$ cat src/rtl/lin_rx_pkg.sv
package lin_rx_pkg;

    localparam int unsigned REG_AW = 2;
    localparam logic [REG_AW-1:0] ADDR_CTRL = 2'd0;
    localparam logic [REG_AW-1:0] ADDR_STAT = 2'd1;
    localparam logic [REG_AW-1:0] ADDR_DATA = 2'd2;
    localparam int unsigned STAT_BRK = 5;

    // Control register, bit 7 down to bit 0
    typedef struct packed {
        logic ie_pf;
        logic ie_fe;
        logic ie_nf;
        logic ie_or;
        logic lin_brk;
        logic par_odd;
        logic par_en;
        logic nine_bit;
    } rx_ctrl_t;

    // One finished character handed from the framer to the register file
    typedef struct packed {
        logic [7:0] data;
        logic       bit9;
        logic       noise;
        logic       frm_err;
        logic       par_err;
    } rx_char_t;

endpackage

$ cat src/rtl/lin_rx_tick.sv
module lin_rx_tick #(
    parameter int unsigned DIV = 4
) (
    input  logic clk,
    input  logic rst_n,
    output logic tick_o
);
    localparam int unsigned CW = (DIV > 1) ? $clog2(DIV) : 1;
    localparam logic [CW-1:0] CNT_LAST = CW'(DIV - 1);

    logic [CW-1:0] cnt_d, cnt_q;

    always_comb begin
        tick_o = 1'b0;
        cnt_d  = cnt_q + 1'b1;
        if (cnt_q == CNT_LAST) begin
            cnt_d  = '0;
            tick_o = 1'b1;
        end
    end

    always_ff @(posedge clk or negedge rst_n) begin
        if (!rst_n) cnt_q <= '0;
        else        cnt_q <= cnt_d;
    end

    generate
        if (DIV > 1) begin : g_gap

            tick_gap_chk: assert property (@(posedge clk) disable iff (!rst_n)
                tick_o |=> !tick_o);
        end
    endgenerate

endmodule

$ cat src/rtl/lin_rx_sampler.sv
module lin_rx_sampler #(
    parameter int unsigned SYNC = 2
) (
    input  logic clk,
    input  logic rst_n,
    input  logic rxd_i,
    input  logic tick_i,
    output logic line_o,
    output logic vote_o,
    output logic noisy_o
);
    typedef struct packed {
        logic [SYNC-1:0] sync;
        logic [1:0]      hist;
    } samp_t;

    samp_t d, q;

    always_comb begin
        d      = q;
        line_o = q.sync[SYNC-1];
        d.sync = {q.sync[SYNC-2:0], rxd_i};
        if (tick_i) d.hist = {q.hist[0], line_o};
        // the two history samples plus the present one form the mid-bit vote
        vote_o  = (q.hist[1] & q.hist[0]) | (q.hist[1] & line_o) | (q.hist[0] & line_o);
        noisy_o = !((q.hist[1] == q.hist[0]) && (q.hist[0] == line_o));
    end

    always_ff @(posedge clk or negedge rst_n) begin
        if (!rst_n) q <= '1;
        else        q <= d;
    end

endmodule

$ cat src/rtl/lin_rx_frame.sv
module lin_rx_frame import lin_rx_pkg::*; #(
    parameter int unsigned OVS = 16
) (
    input  logic     clk,
    input  logic     rst_n,
    input  logic     tick_i,
    input  logic     line_i,
    input  logic     vote_i,
    input  logic     noisy_i,
    input  logic     nine_i,
    input  logic     par_en_i,
    input  logic     par_odd_i,
    input  logic     lin_i,
    output logic     done_o,
    output logic     brk_o,
    output rx_char_t char_o
);
    localparam int unsigned PW = $clog2(OVS);
    localparam logic [PW-1:0] MID  = PW'(OVS / 2 + 1);
    localparam logic [PW-1:0] LAST = PW'(OVS - 1);

    typedef enum logic { S_IDLE, S_RECV } fstate_e;

    typedef struct packed {
        fstate_e       st;
        logic          armed;
        logic [PW-1:0] phase;
        logic [3:0]    idx;
        logic [8:0]    shreg;
        logic          noise;
        logic          all_low;
    } frame_t;

    frame_t d, q;
    logic [3:0] dbits;
    logic [8:0] word;

    always_comb begin
        d      = q;
        done_o = 1'b0;
        brk_o  = 1'b0;
        dbits  = nine_i ? 4'd9 : 4'd8;
        word   = nine_i ? q.shreg : {1'b0, q.shreg[8:1]};
        char_o.data    = word[7:0];
        char_o.bit9    = word[8];
        char_o.noise   = q.noise | noisy_i;
        char_o.par_err = par_en_i & ((^word) ^ par_odd_i);
        char_o.frm_err = 1'b0;

        if (tick_i) begin
            unique case (q.st)
                S_IDLE: begin
                    if (!q.armed) begin
                        d.armed = line_i;
                    end else if (!line_i) begin
                        d.st      = S_RECV;
                        d.phase   = PW'(1);
                        d.idx     = '0;
                        d.noise   = 1'b0;
                        d.all_low = 1'b1;
                    end
                end
                S_RECV: begin
                    d.phase = (q.phase == LAST) ? '0 : q.phase + 1'b1;
                    if (q.phase == LAST) d.idx = q.idx + 1'b1;
                    if (q.phase == MID) begin
                        d.noise   = q.noise | noisy_i;
                        d.all_low = q.all_low & ~vote_i;
                        if (q.idx == 4'd0) begin
                            if (vote_i) d.st = S_IDLE;            // false start
                        end else if (q.idx <= dbits) begin
                            d.shreg = {vote_i, q.shreg[8:1]};
                        end else if (q.idx == dbits + 4'd1) begin
                            if (vote_i) begin
                                done_o = 1'b1;
                            end else if (!d.all_low) begin
                                done_o         = 1'b1;
                                char_o.frm_err = !lin_i;
                            end else if (!lin_i) begin
                                brk_o = 1'b1;
                            end
                            // all low in LIN mode: decide on the extra bit
                        end else begin
                            if (vote_i) done_o = 1'b1;
                            else        brk_o  = 1'b1;
                        end
                        if (done_o || brk_o) begin
                            d.st    = S_IDLE;
                            d.armed = vote_i;
                        end
                    end
                end
                default: d.st = S_IDLE;
            endcase
        end
    end

    always_ff @(posedge clk or negedge rst_n) begin
        if (!rst_n) q <= '0;
        else        q <= d;
    end


    idx_bound_chk: assert property (@(posedge clk) disable iff (!rst_n)
        (q.st == S_RECV) |-> (q.idx <= 4'd11));

endmodule

$ cat src/rtl/lin_rx_regs.sv
module lin_rx_regs import lin_rx_pkg::*; (
    input  logic              clk,
    input  logic              rst_n,
    input  logic [REG_AW-1:0] addr_i,
    input  logic              wr_i,
    input  logic              rd_i,
    input  logic [7:0]        wdata_i,
    output logic [7:0]        rdata_o,
    input  logic              done_i,
    input  logic              brk_i,
    input  rx_char_t          char_i,
    output rx_ctrl_t          ctrl_o,
    output logic              irq_o
);
    typedef struct packed {
        rx_ctrl_t   ctrl;
        logic       rdrf;
        logic       ovr;
        logic       nf;
        logic       fe;
        logic       pf;
        logic       brk;
        logic       bit9;
        logic [7:0] data;
    } regs_t;

    regs_t d, q;
    logic  rd_clr;

    always_comb begin
        d      = q;
        rd_clr = rd_i && (addr_i == ADDR_DATA);
        if (rd_clr) begin
            d.rdrf = 1'b0;
            d.ovr  = 1'b0;
            d.nf   = 1'b0;
            d.fe   = 1'b0;
            d.pf   = 1'b0;
        end
        if (wr_i && (addr_i == ADDR_CTRL)) d.ctrl = rx_ctrl_t'(wdata_i);
        if (wr_i && (addr_i == ADDR_STAT) && wdata_i[STAT_BRK]) d.brk = 1'b0;
        if (brk_i) d.brk = 1'b1;
        if (done_i) begin
            if (q.rdrf && !rd_clr) begin
                d.ovr = 1'b1;
            end else begin
                d.rdrf = 1'b1;
                d.data = char_i.data;
                d.bit9 = char_i.bit9;
                d.nf   = char_i.noise;
                d.fe   = char_i.frm_err;
                d.pf   = char_i.par_err;
            end
        end
    end

    always_ff @(posedge clk or negedge rst_n) begin
        if (!rst_n) q <= '0;
        else        q <= d;
    end

    always_comb begin
        case (addr_i)
            ADDR_CTRL: rdata_o = q.ctrl;
            ADDR_STAT: rdata_o = {1'b0, q.bit9, q.brk, q.pf, q.fe, q.nf, q.ovr, q.rdrf};
            ADDR_DATA: rdata_o = q.data;
            default:   rdata_o = '0;
        endcase
    end

    assign ctrl_o = q.ctrl;
    assign irq_o  = (q.ovr & q.ctrl.ie_or) | (q.nf & q.ctrl.ie_nf)
                  | (q.fe & q.ctrl.ie_fe) | (q.pf & q.ctrl.ie_pf);


    ovr_needs_full_chk: assert property (@(posedge clk) disable iff (!rst_n)
        $rose(q.ovr) |-> $past(q.rdrf));


    lin_no_fe_chk: assert property (@(posedge clk) disable iff (!rst_n)
        $past(q.ctrl.lin_brk) |-> !$rose(q.fe));


    rd_clears_chk: assert property (@(posedge clk) disable iff (!rst_n)
        (rd_clr && !done_i) |=> !q.rdrf);


    brk_no_char_chk: assert property (@(posedge clk) disable iff (!rst_n)
        $rose(q.brk) |-> !$rose(q.rdrf));

endmodule

$ cat src/rtl/lin_uart_rx.sv
module lin_uart_rx import lin_rx_pkg::*; #(
    parameter int unsigned TICK_DIV    = 4,
    parameter int unsigned OVS         = 16,
    parameter int unsigned SYNC_STAGES = 2
) (
    input  logic              clk,
    input  logic              rst_n,
    input  logic              rxd,
    input  logic [REG_AW-1:0] bus_addr,
    input  logic              bus_wr,
    input  logic              bus_rd,
    input  logic [7:0]        bus_wdata,
    output logic [7:0]        bus_rdata,
    output logic              irq
);
    logic     tick, line, vote, noisy, done, brk;
    rx_char_t rx_char;
    rx_ctrl_t ctrl;

    lin_rx_tick #(.DIV(TICK_DIV)) u_tick (
        .clk    (clk),
        .rst_n  (rst_n),
        .tick_o (tick)
    );

    lin_rx_sampler #(.SYNC(SYNC_STAGES)) u_samp (
        .clk     (clk),
        .rst_n   (rst_n),
        .rxd_i   (rxd),
        .tick_i  (tick),
        .line_o  (line),
        .vote_o  (vote),
        .noisy_o (noisy)
    );

    lin_rx_frame #(.OVS(OVS)) u_frame (
        .clk       (clk),
        .rst_n     (rst_n),
        .tick_i    (tick),
        .line_i    (line),
        .vote_i    (vote),
        .noisy_i   (noisy),
        .nine_i    (ctrl.nine_bit),
        .par_en_i  (ctrl.par_en),
        .par_odd_i (ctrl.par_odd),
        .lin_i     (ctrl.lin_brk),
        .done_o    (done),
        .brk_o     (brk),
        .char_o    (rx_char)
    );

    lin_rx_regs u_regs (
        .clk     (clk),
        .rst_n   (rst_n),
        .addr_i  (bus_addr),
        .wr_i    (bus_wr),
        .rd_i    (bus_rd),
        .wdata_i (bus_wdata),
        .rdata_o (bus_rdata),
        .done_i  (done),
        .brk_i   (brk),
        .char_i  (rx_char),
        .ctrl_o  (ctrl),
        .irq_o   (irq)
    );

endmodule

$ cat config.mk
export PLATFORM = sky130hd
export DESIGN_NAME = lin_uart_rx
export DESIGN_NICKNAME = d
export VERILOG_FILES = /design/src/rtl/lin_rx_pkg.sv /design/src/rtl/lin_rx_tick.sv /design/src/rtl/lin_rx_sampler.sv /design/src/rtl/lin_rx_frame.sv /design/src/rtl/lin_rx_regs.sv /design/src/rtl/lin_uart_rx.sv
export SDC_FILE = /design/constraint.sdc
export NUM_CORES = 1
export LEC_CHECK = 0
export CAP_MARGIN = 20
export CORE_MARGIN = 4
export CORE_UTILIZATION = 49
export CTS_BUF_LIST = sky130_fd_sc_hd__clkbuf_8
export CTS_CLUSTER_DIAMETER = 30
export DETAILED_ROUTE_END_ITERATION = 16
export GPL_TIMING_DRIVEN = 0
export PLACE_DENSITY = 0.82
export SLEW_MARGIN = 15
export SYNTH_ARGS = -nofsm -noshare
export SYNTH_HDL_FRONTEND = slang
export SYNTH_SLANG_ARGS = --single-unit
$ cat constraint.sdc
create_clock -name clk -period 2.7 [get_ports clk]
set_input_delay 0.81 -clock clk [delete_from_list [all_inputs] [get_ports clk]]
set_output_delay 0.81 -clock clk [all_outputs]
set_load 0.01 [all_outputs]
Yosys cells after proc, flatten, opt, wreduce, memory -nomap -nowiden:

Index checks and enable logic that the tools add are counted.

* ROM bits: 0
* RAM bits: 0
* memories: 0
* output and inout bits: 9
* flip-flop bits (word level): 50
* bits in latches: 0

* add/sub/neg operators: 4
* reduce and logical (&&, ||, !) cells: 20
* mux-type cells: 60
* div/mod/pow operators: 0
* $mul: 0
* magnitude comparators: 1
* equality and inequality tests: 13
* shift-type cells: 0
* bitwise operators: 20

Operators with widths (count)
* $mux 1: 43
* $pmux 8 s3: 1
* $pmux 10 s2: 1
* $mux 8: 2
* $add 4x1->4 const B: 3
* $mux 2: 6
* $mux 5: 2
* $and 1x1->1: 9
* $mux 9: 1
* $reduce_xor 9->1: 1
* $eq 4x4->1 const B: 2
* $mux 4: 2
* $ne 2x2->1 const B: 4
* $reduce_and 4->1: 2
* $logic_and 1x1->1: 6
* $or 1x1->1: 6
* $reduce_and 3->1: 2
* $reduce_and 5->1: 1
* $eq 2x2->1 const B: 2
* $eq 4x4->1: 1
* $le 4x4->1: 1
* $logic_not 4->1: 1
* $not 1->1: 4
* $pmux 2 s2: 1
* other kinds (11): 14

Logic depth before layout (Yosys ltp):

* depth after elaboration: 17
* mapped depth: 7

Cells and area by module:

From an unflattened synthesis, not the netlist that was laid out.

* cell total of the unflattened synthesis: 235
* area, all modules: 2741.4 um^2

Modules (own cells, without submodules)
* lin_rx_frame: area an instance 1340.0 um^2, times used 1, cells an instance 125, seq. area each 525.5 um^2
* lin_rx_regs: area an instance 1167.4 um^2, times used 1, cells an instance 96, seq. area each 575.6 um^2
* lin_rx_sampler: area an instance 167.7 um^2, times used 1, cells an instance 10, seq. area each 105.1 um^2
* lin_rx_tick: area an instance 66.3 um^2, times used 1, cells an instance 4, seq. area each 50.0 um^2

Least setup slack after synthesis:

OpenSTA, ideal clock, no wires.

* path type: input to output
* start: input bus_addr[0]
* end: output bus_rdata[0]
* required time: 1.890 ns
* path slack: 0.266 ns
* buffers on the path: 1
* arrival time: 1.624 ns
* cell stages on the path: 3
* cell sequence: clkbuf_1 > mux2i_1 > o21ai_0

* word-level cells in the longest chain between the ends: 2

Ends and longest elaborated chain
* start, declared: line lin_uart_rx.sv:9 `input logic [REG_AW-1:0] bus_addr,`
* $eq 2x2->1 (tied with other cells): line lin_rx_regs.sv:63 `case (addr_i)`
* $pmux 8 s3 (*): line lin_rx_regs.sv:63
* end, declared: line lin_uart_rx.sv:13 `output logic [7:0] bus_rdata,`

Every way passes the cells marked *; elsewhere a longest branch is shown, timed or not.

Final worst setup path:

* start: input bus_addr[0]
* end: output bus_rdata[1]

The elaborated chain is that of the path after synthesis.

==> flow_metrics.env <==
export IMPL_outcome="finished clean"
export IMPL_clk_pin_slew_ps=90
export IMPL_setup_ws_ps=57.69
export IMPL_worst_pin_slew_ps=680.5
export IMPL_hold_slack_ps=359.9
export IMPL_hold_path_class="flop to flop"
export IMPL_gr_usage_met2_pct=32.23
export IMPL_yosysSeqAreaShare_pct=46.78
export IMPL_drt_initial_drc_count=88
export IMPL_diodes=0
export IMPL_startpoint="bus_addr[0]"
export IMPL_vias=1956
export IMPL_hold_violations=0
export IMPL_cts_buffers=5
export IMPL_track_usage_pct=17.88
export IMPL_met1_usage_pct=21.88
export IMPL_synth_enable_flop_cells=0
export IMPL_wl_per_cell_um=16.21
export IMPL_grt_max_degree=27
export IMPL_dp_slack_ps=-911.8
export IMPL_cts_sinks=50
export IMPL_syn_nets=260
export IMPL_worstSetupStartpointType="primary input"
export IMPL_wl_um=5559
export IMPL_htreeDepth=2
export IMPL_synthesis_area_mm2=0.002685
export IMPL_drv_slew=0
export IMPL_p_leak_nw=1.454
export IMPL_drc=0
export IMPL_worstSetupEndpointType="primary output"
export IMPL_syn_inst=237
export IMPL_gp_congestion=0.7650
export IMPL_first_global_vias=2055
export IMPL_busiest_layer="met2"
export IMPL_insertion_delay_ps=300
export IMPL_dieWidth_um=82.03
export IMPL_skew_ps=10.58
export IMPL_io_buffer_count=23
export IMPL_cts_tree="yes"
export IMPL_cp_max_fo=8
export IMPL_ant_nets=0
export IMPL_die_h_um=82.03
export IMPL_crit_type="primary input to primary output"
export IMPL_grt_pass1_wl_um=9404
export IMPL_fmax_mhz=378.5
export IMPL_vias_per_cell=5.703
export IMPL_crit_arrival_ps=1830
export IMPL_syn_area_per_cell_um2=11.33
export IMPL_clockBufferDepth=2
export IMPL_drtPass1Iterations=4
export IMPL_max_vdd_ir_drop_v=0.0006142
export IMPL_core_area_mm2=0.005205
export IMPL_hpwlAfterDp_um=3985
export IMPL_ys_ff_latch=50
export IMPL_io_pin_count=24
export IMPL_met3_usage_pct=3.289
export IMPL_slew_headroom_pct=54.44
export IMPL_cp_required_ps=1890
export IMPL_pwr_density_cell_mw_per_mm2=595.6
export IMPL_grt_antenna_before_repair=0
export IMPL_overflow=0
export IMPL_fin_nets=295
export IMPL_max_cap_viol_count=0
export IMPL_rsz0062_at_grt="no"
export IMPL_std_cell_rows=26
export IMPL_drive_above_1_share_pct=21.98
export IMPL_start_util_pct=51.59
export IMPL_ys_types=54
export IMPL_period_minus_slack_ps=2642
export IMPL_power_mw=1.887
export IMPL_r2r_start="u_regs.ctrl_o[0]"
export IMPL_synthFlopType="dfrtp_1"
export IMPL_ys_warn_count=0
export IMPL_period_share_pct=97.86
export IMPL_dieArea_mm2=0.006728
export IMPL_min_from="u_samp.d[3]"
export IMPL_syn2layout_area_growth_pct=18.03
export IMPL_report_final_setup_viol=0
export IMPL_synth_async_sr_flop_share_pct=100.0
export IMPL_cts_root_buf="clkbuf_8"
[what timing repair did]
action / CTS / global route
gates cloned: 0 / 0
buffers inserted: 4 / 0
setup endpoints to repair: 8 / 3
hold buffers: 0 / 0
resized for setup: 35 / 5
[state kept, by name (all words and copies together) (netlist names)]
register and cells:
u_regs.ctrl_o 8, u_samp.q 2, u_samp.line_o 1, u_regs.q 15, u_tick.cnt_q 2, u_frame.q 21
u_samp.d 1
[layout by cell type, fill, tap and decap left out, types with 3 or more instances in the layout]
cell type | netlist | routed
mux2_2 | 16 | 16
nor2_1 | 9 | 9
clkdlybuf4s50_1 | 0 | 12
nand3_1 | 4 | 4
or4_1 | 3 | 3
mux2_4 | 9 | 9
o22ai_1 | 3 | 3
dlygate4sd2_1 | 0 | 3
buf_4 | 1 | 5
o21ai_0 | 14 | 13
a21oi_1 | 6 | 6
clkbuf_1 | 6 | 4
nand2_1 | 23 | 23
dfstp_2 | 4 | 4
mux2i_1 | 10 | 9
mux2_1 | 8 | 8
clkbuf_8 | 0 | 9
dfrtp_1 | 46 | 46
buf_2 | 0 | 5
xnor2_1 | 7 | 7
inv_1 | 11 | 11
o31ai_1 | 3 | 3
ha_1 | 8 | 8
[cells by family after synthesis]
group | synth area share (%)
compound gates | 12.77
xor+xnor | 3.448
fa+ha+maj | 3.728
buf+inv | 3.215
flops | 46.78
mux | 18.83
simple gates | 11.23
[metal layers]
layer	share of wire [%]	routed length (µm)
met5	0	0
met4	0.34	19
met3	3.4	189
met2	51	2843
met1	45	2507
[final cells by class]
cell class / count / area, µm²
clock inverter: 1 / 8.758
tap: 70 / 87.58
timing repair buffer: 28 / 261.5
sequential: 50 / 1256
multi-input combinational: 167 / 1349
fill: 429 / 2036
inverter: 11 / 41.29
clock buffer: 7 / 96.34
buffer: 9 / 68.82
[cells in the mapped netlist (all sizes together) (3+ instances only)]
master	n	share of area [%]
a21oi	6	1.1
buf	3	0.84
clkbuf	6	0.84
dfrtp	46	43
dfstp	4	3.9
ha	8	3.7
inv	11	1.5
mux2	33	15
mux2i	10	3.7
nand2	23	3.2
nand3	4	0.75
nor2	9	1.3
o21ai	15	2.8
o22ai	3	0.70
o31ai	4	1.6
or4	3	0.84
xnor2	7	2.3
[stage by stage]
step / cells / instance area (µm²) / util [%] / setup TNS, ps
6_report: 343 / 3169 / 60.89 / 0
5_1_grt: 343 / 3169 / 60.89 / 0
4_1_cts: 343 / 3168 / 60.87 / 0
3_5_place_dp: 331 / 3018 / 57.98 / -7044
3_3_place_gp: 330 / 3003 / 57.69 / -32180
2_1_floorplan: 237 / 2685 / - / 0
[critical path, cell delays in order]
cell and delay, ps:
dlygate4sd2_1 270, clkbuf_8 200, mux2i_2 230, o21ai_1 90, clkdlybuf4s15_2 230
[worst paths after layout]
| check | to | slack, ps | cells after the start |
|---|---|---|---|
| min reg2reg | u_samp.line_o | 360 | 0 |
| max in group asynchronous | u_samp.q[1] | 1580 | 2 |
| max | bus_rdata[1] | 60 | 5 |
| min | u_samp.line_o | 360 | 0 |
| max reg2reg | u_regs.q[6] | 280 | 6 |
| min in group asynchronous | u_frame.q[4] | 490 | 1 |
[power breakdown]
part	switching (mW)	internal (mW)
registers	0.108	0.840
clock network	0.250	0.235
logic	0.245	0.209
total	0.603	1.28
(Power assumes the default switching activity.)
